==> src/rtl/bank_ram.sv <==
module bank_ram (
  input  logic       clk,
  input  logic       rst_n,
  input  logic [2:0] op_i,
  input  logic       we_i,
  input  logic [1:0] bank_i,
  input  logic [2:0] reg_sel_i,
  input  logic [6:0] addr_i,
  input  logic       ptr_sel_i,
  input  logic [7:0] wr_data_i,
  input  logic       bit_val_i,
  output logic [7:0] rd_data_o,
  output logic       rd_bit_o,
  output logic       err_o,
  output logic [7:0] sp_o
);
  localparam int          DEPTH   = 128;
  localparam int          AW      = $clog2(DEPTH);
  localparam logic [7:0]  SP_INIT = 8'h07;
  localparam logic [2:0]  OP_NOP = 3'd0, OP_REG = 3'd1, OP_DIR = 3'd2,
                          OP_IND = 3'd3, OP_BIT = 3'd4, OP_PUSH = 3'd5,
                          OP_POP = 3'd6;

  logic [7:0] mem [DEPTH];

  logic [AW-1:0] reg_addr, ptr_loc, bit_byte, acc_addr;
  logic [7:0]    ptr_val, sp_inc, old_byte, wdat;
  logic [2:0]    bit_idx;
  logic          bad, wr, rd_upd;

  assign reg_addr = {2'b00, bank_i, reg_sel_i};
  assign ptr_loc  = {2'b00, bank_i, 2'b00, ptr_sel_i};
  assign ptr_val  = mem[ptr_loc];
  assign bit_byte = {3'b010, addr_i[6:3]};
  assign bit_idx  = addr_i[2:0];
  assign sp_inc   = sp_o + 8'd1;
  assign old_byte = mem[acc_addr];

  always_comb begin
    acc_addr = '0;
    bad      = 1'b0;
    wr       = 1'b0;
    rd_upd   = 1'b0;
    wdat     = wr_data_i;
    case (op_i)
      OP_REG: begin acc_addr = reg_addr; wr = we_i; rd_upd = 1'b1; end
      OP_DIR: begin acc_addr = addr_i;   wr = we_i; rd_upd = 1'b1; end
      OP_IND: begin
        acc_addr = ptr_val[AW-1:0];
        bad      = ptr_val[7];
        wr       = we_i & ~bad;
        rd_upd   = 1'b1;
      end
      OP_BIT: begin
        acc_addr = bit_byte;
        wr       = we_i;
        wdat     = old_byte;
        wdat[bit_idx] = bit_val_i;
      end
      OP_PUSH: begin
        acc_addr = sp_inc[AW-1:0];
        bad      = sp_inc[7];
        wr       = ~bad;
      end
      OP_POP: begin
        acc_addr = sp_o[AW-1:0];
        bad      = sp_o[7];
        rd_upd   = 1'b1;
      end
      default: ;
    endcase
  end

  always_ff @(posedge clk) begin
    if (!rst_n) begin
      for (int i = 0; i < DEPTH; i++) mem[i] <= '0;
    end else if (wr) begin
      mem[acc_addr] <= wdat;
    end
  end

  always_ff @(posedge clk) begin
    if (!rst_n) begin
      sp_o      <= SP_INIT;
      rd_data_o <= '0;
      rd_bit_o  <= 1'b0;
      err_o     <= 1'b0;
    end else begin
      err_o <= bad;
      if (rd_upd) rd_data_o <= bad ? 8'h00 : old_byte;
      if (op_i == OP_BIT) rd_bit_o <= old_byte[bit_idx];
      if (op_i == OP_PUSH && !bad) sp_o <= sp_inc;
      if (op_i == OP_POP  && !bad) sp_o <= sp_o - 8'd1;
    end
  end

  p_push_step_r7: assert property (@(posedge clk) disable iff (!rst_n)
    (op_i == OP_PUSH && sp_o < 8'h7F) |=> (sp_o == $past(sp_o) + 8'd1));

  p_pop_step_r8: assert property (@(posedge clk) disable iff (!rst_n)
    (op_i == OP_POP && sp_o < 8'h80) |=> (sp_o == $past(sp_o) - 8'd1));

  p_stack_err_r9: assert property (@(posedge clk) disable iff (!rst_n)
    (op_i == OP_PUSH && sp_o >= 8'h7F && sp_o != 8'hFF) |=> (err_o && $stable(sp_o)));

  p_no_false_err_r9: assert property (@(posedge clk) disable iff (!rst_n)
    (op_i == OP_NOP || op_i == OP_REG || op_i == OP_DIR || op_i == OP_BIT) |=> !err_o);

  p_bank_write_r2: assert property (@(posedge clk) disable iff (!rst_n)
    (op_i == OP_REG && we_i) |=> (mem[$past(reg_addr)] == $past(wr_data_i)));
endmodule

==> config.mk <==
export PLATFORM = sky130hd
export DESIGN_NAME = bank_ram
export DESIGN_NICKNAME = d
export VERILOG_FILES = /design/src/rtl/bank_ram.sv
export SDC_FILE = /design/constraint.sdc
export NUM_CORES = 2
export LEC_CHECK = 0
export ABC_AREA = 1
export ABC_CLOCK_PERIOD_IN_PS = 4300
export CAP_MARGIN = 20
export CORE_MARGIN = 8
export CORE_UTILIZATION = 60
export DETAILED_ROUTE_END_ITERATION = 6
export DONT_BUFFER_PORTS = 1
export PLACE_DENSITY = 0.79
export SLEW_MARGIN = 20
export SYNTH_ARGS = -nofsm -noshare
export SYNTH_HDL_FRONTEND = slang
export SYNTH_SLANG_ARGS = --single-unit
export TNS_END_PERCENT = 5
==> constraint.sdc <==
create_clock -name clk -period 4.3 [get_ports clk]
set_input_delay 0.43 -clock clk [delete_from_list [all_inputs] [get_ports clk]]
set_output_delay 0.43 -clock clk [all_outputs]
set_load 0.02 [all_outputs]
Yosys cells after proc, flatten, opt, wreduce, memory -nomap -nowiden
Memory sizes are Yosys's and may differ from the RTL's.
Cells that the tools add are included.
{ "classes": {"addsub": 2, "magnitude_cmp": 2, "eq_ne": 6, "n_mux": 20, "bitwise": 3, "n_reduce_logical": 8} }
{ "ops": {"columns": ["op", "count"], "rows": [
  ["$pmux 7 s6", 1],
  ["$mux 8", 5],
  ["$eq 3x3->1 const B", 3],
  ["$add 8x1->8 const B", 1],
  ["$bwmux 8", 1],
  ["$mux 1", 8],
  ["$reduce_or 8->1", 1],
  ["$sub 8x1->8 const B", 1],
  ["$mux 7", 1],
  ["$eq 3x2->1 const B", 2],
  ["$pmux 1 s3", 2],
  ["$lt 3x4->1 const B", 1],
  ["$reduce_or 4->1", 1],
  ["$bmux 1 s3", 1],
  ["$demux 1 s3", 1],
  ["$eq 3x1->1 const B", 1],
  ["$ge 3x1->1 const B", 1],
  ["$logic_and 1x1->1", 3],
  ["$reduce_or 3->1", 1],
  ["$not 1->1", 2],
  ["$reduce_bool 2->1", 1],
  ["$and 1x1->1", 1],
  ["$logic_not 1->1", 1]
]} }
{ "totals": {"reg_bits": 18, "ramBits": 1024, "in_bits": 28, "wordCells": 46, "n_memories": 1} }
{ "mem_list": {"columns": ["memory", "words", "width", "rd", "rd_clocked_by_memory_dff", "wr", "line", "source"], "rows": [
  ["mem", 128, 8, 2, 0, 128, "24", "logic [7:0] mem [DEPTH];"]
]} }

Longest topological paths before layout
An unclocked memory read counts as a cell.
{ "depth": {"word_depth": 9, "mapped_depth": 26} }

Least setup slack after synthesis
OpenSTA, ideal clock, no wires.
{ "synth_timing": {"kind": "register to register", "startpoint": "register sp_o[0]", "endpoint": "memory mem[108][0], enable pin", "setup_ns": 0.329, "t_arrival_ns": 2.962, "required_ns": 3.971, "slack_ns": 1.009, "stages_incl_launch_ff": 15, "n_path_buf": 3, "cell_sequence": "dfxtp_1 -> inv_1 -> ha_1 -> nand2_1 -> o21ai_1 -> nor2_1 -> nand2_1 -> nor2_1 -> buf_2 -> buf_1 -> inv_1 -> nor3_2 -> buf_2 -> nand2_1 -> nand2_1"} }
{ "synth_lines": {"columns": ["element", "line", "source"], "rows": [
  ["start: declaration", "15", "output logic [7:0] sp_o"],
  ["start signal: assignment", "92", "if (op_i == OP_PUSH && !bad) sp_o <= sp_inc;"],
  ["start signal: assignment", "93", "if (op_i == OP_POP && !bad) sp_o <= sp_o - 8'd1;"],
  ["end: declaration", "24", null]
]} }

==> results.py <==
metrics = {
    "run_status": {
        "status": "complete, no violations",
    },
    "clocking": {
        "numCtsBuffers": 106,
        "clkTransAtPathRegs_ns": 0.06,
        "worstSkewPairLatency_ns": 0.69,
        "cts_max_level": 3,
        "root_buffer": "clkbuf_16",
        "clockBufferDepth": 3,
        "cts_sinks": 1042,
        "cts_tree": "yes",
    },
    "synth": {
        "synth_cell_types": 42,
        "synth_flop_cell": "edfxtp_1",
        "synth_most_common_cell": "nand2_1",
        "ys_seq_area_share_pct": 61.8,
        "synth.ff_latch_count": 1042,
        "postSynthCellCount": 5684,
        "synth_area_leaders": "edfxtp_1, nand2_1, nor2_1, a21oi_1, buf_2",
        "yosys_warnings": 0,
        "synth.cell_area_sq_mm": 0.0503,
        "synth.net_count": 5714,
        "synth_top_cell_by_area": "edfxtp_1",
        "ys_top_cells_by_count": "nand2_1, nor2_1, edfxtp_1",
        "synth_area_per_cell_sq_um": 8.86,
        "synth_edf_count": 1024,
        "synth_top_area_share_pct": 61.1,
        "async_reset_ff_share_pct": 0,
    },
    "drt": {
        "drtIter0Drc": 6492,
        "drcViolationCount": 0,
        "routed_wl_mm": 149,
        "via_per_inst": 6.03,
        "routed-via-count": 40900,
        "drt_pass1_iterations": 6,
        "ant_nets": 0,
        "post_drt_wl_per_cell_microns": 21.9,
    },
    "final_layout": {
        "instances_no_fill": 6786,
        "syn_to_final_growth_pct": 10.3,
        "drive_gt1_share_pct": 7.17,
        "multiInputGateArea_sq_mm": 0.0169,
        "fillers": 6277,
        "final_nets": 5652,
        "seq_area_sq_mm": 0.0311,
    },
    "floorplan": {
        "fp.dieH_microns": 306,
        "io_pins": 46,
        "rows": 106,
        "dieArea_sq_mm": 0.0934,
        "core-area_sq_mm": 0.0834,
        "initial_core_util_pct": 60.3,
        "die-width_microns": 306,
    },
    "job": {
        "drv_cap": 0,
    },
    "min_path": {
        "hold_class": "primary input to flip-flop",
        "min_from": "wr_data_i[1]",
    },
    "global_routing": {
        "grt_overflow": 0,
        "first_global_vias": 38721,
        "grt_start_max_net_pins": 132,
        "grt_use_total_pct": 30.5,
        "antenna_found_initial": 3,
        "grt_pass1_wl_mm": 222,
    },
    "sta": {
        "drv_slew": 0,
        "max_freq_mhz": 234,
        "max_slew.worst_pin.slew_ns": 0.846,
        "rsz0062_at_grt": "yes",
        "hold_viol": 0,
        "setup_viol": 0,
        "min_period_ns": 4.27,
        "slew_headroom_pct": 43.6,
        "finalClockSkew_ns": 0.0332,
        "period_share_pct": 99.4,
    },
    "critical_path": {
        "reg2reg_from": "sp_o[1]",
        "critPathArrivalTime_ns": 4.66,
        "crit_fanout": 52,
        "criticalPathCategory": "flip-flop to flip-flop",
        "worst_setup_path_start_kind": "flip-flop",
        "end_kind": "flip-flop",
        "cp_data_required_time_ns": 4.69,
        "crit_path_start": "sp_o[1]",
    },
    "power": {
        "power_density_mw_per_mm2": 438,
        "power.total_mw": 24.3,
        "leakagePower_nw": 23.4,
        "vdd_drop_max_uv": 400,
    },
    "placement": {
        "portBuffers": 0,
        "dpl.cell_count": 6584,
        "post-dp-hpwl_mm": 91.4,
        "gp_congestion": 0.954,
    },
}
## layout make-up
type,count,share of cell area (%)
repair buffers,191,4.28
well taps,1080,2.43
clock buffers,144,5.16
inverters,131,0.912
diodes,1,0.00451
flip-flops and latches,1042,56.0
multi-input cells,4150,30.5
clock inverters,47,0.721
## kinds of logic (layout without fill, tap and decap cells)
kind of cell    count (synthesis)  count (layout)  synth area share [%]
xor+xnor                        8               8                 0.139
flops                        1042            1042                  61.8
other cells                     0               1                     0
buf+inv                       492             513                  4.97
compound gates                458             458                  4.79
simple gates                 3680            3680                  28.2
fa+ha+maj                       2               2                0.0497
mux                             2               2                0.0398
## what timing repair did
| action | in CTS | in global routing |
|---|---|---|
| setup endpoints to repair | 1 | 1010 |
| buffers inserted | 0 | 6 |
| pin swaps | 0 | 2 |
| hold buffers | 1 | 0 |
| gates cloned | 0 | 3 |
| endpoints found under the hold margin | 5 | 0 |
| gates resized for setup | 0 | 22 |
## cells in the final DEF (no fill, tap or decap), drive strengths merged
master,synthesis,final
a31oi,1,1
dlygate4sd3,0,1
o211ai,28,28
a211oi,1,1
clkinv,2,38
and2,1,1
buf,255,188
ha,2,2
o21ai,115,115
a22o,1,1
or2,19,19
nand4,16,16
a21oi,298,298
o221ai,1,1
bufinv,0,6
xor2,7,7
mux2i,2,2
nand3,149,149
nor2,1075,1075
a22oi,5,5
edfxtp,1024,1024
nand2,2399,2399
nor3,20,20
nor4,1,1
clkbuf,106,146
dfxtp,18,18
diode,0,1
xnor2,1,1
o22ai,7,7
o21a,1,1
inv,129,134
## per-layer routing
metal / track usage, % / wire length [microns] / share of wire, % / vias to the layer above
li1: - / - / - / 18400
met5: 0 / 23 / 0.015 / -
met1: 39.9 / 52100 / 35 / 19054
met4: 14.8 / 7490 / 5.0 / 4
met3: 7.30 / 21700 / 15 / 473
met2: 48.0 / 67400 / 45 / 2969
## flip-flops by register name, summed over array words and instances (netlist names)
register	cells
rd_data_o	8
err_o	1
rd_bit_o	1
sp_o	8
mem	1024
## stage by stage
step | utilization (%) | worst slack [ns] | area, sq um | hold WS, ns | TNS, ns
global placement | 62.4 | 0.138 | 52000 | 0.542 | 0
finish | 66.6 | 0.0251 | 55500 | 0.151 | 0
floorplan | - | 1.01 | 50300 | 0.545 | 0
CTS | 66.3 | -0.00266 | 55300 | 0.0530 | -0.00266
global route | 66.6 | -0.0461 | 55500 | 0.155 | -1.23
detailed placement | 62.4 | 0.0425 | 52000 | 0.546 | 0
## worst max-delay path, stage by stage (launching register included)
cell	delay, ns
dfxtp_1	0.31
buf_4	0.15
ha_1	0.20
nand3_1	0.14
xor2_1	0.24
nor2_1	0.07
nor3_1	0.17
nand2_1	0.20
nand2_1	0.14
inv_1	0.33
nand2_1	0.27
inv_2	0.13
o21ai_1	0.18
nand2_1	0.16
nor2_1	0.30
nand3_1	0.21
o21ai_4	0.24
buf_12	0.33
a21oi_1	0.14
## path summary, 6_finish.rpt
check,to,slack [ns],cells after the start
min,mem[28][1],0.15,3
min reg2reg,sp_o[0],0.53,2
max reg2reg,mem[42][6],0.03,18
max,mem[42][6],0.03,18
## report_power, final
group          total [mW]  internal [mW]  switching [mW]
Sequential           11.6           11.5           0.123
Clock                8.90           5.01            3.89
Combinational        3.80           1.02            2.78
No activity file was read; power rests on OpenSTA's default activity.
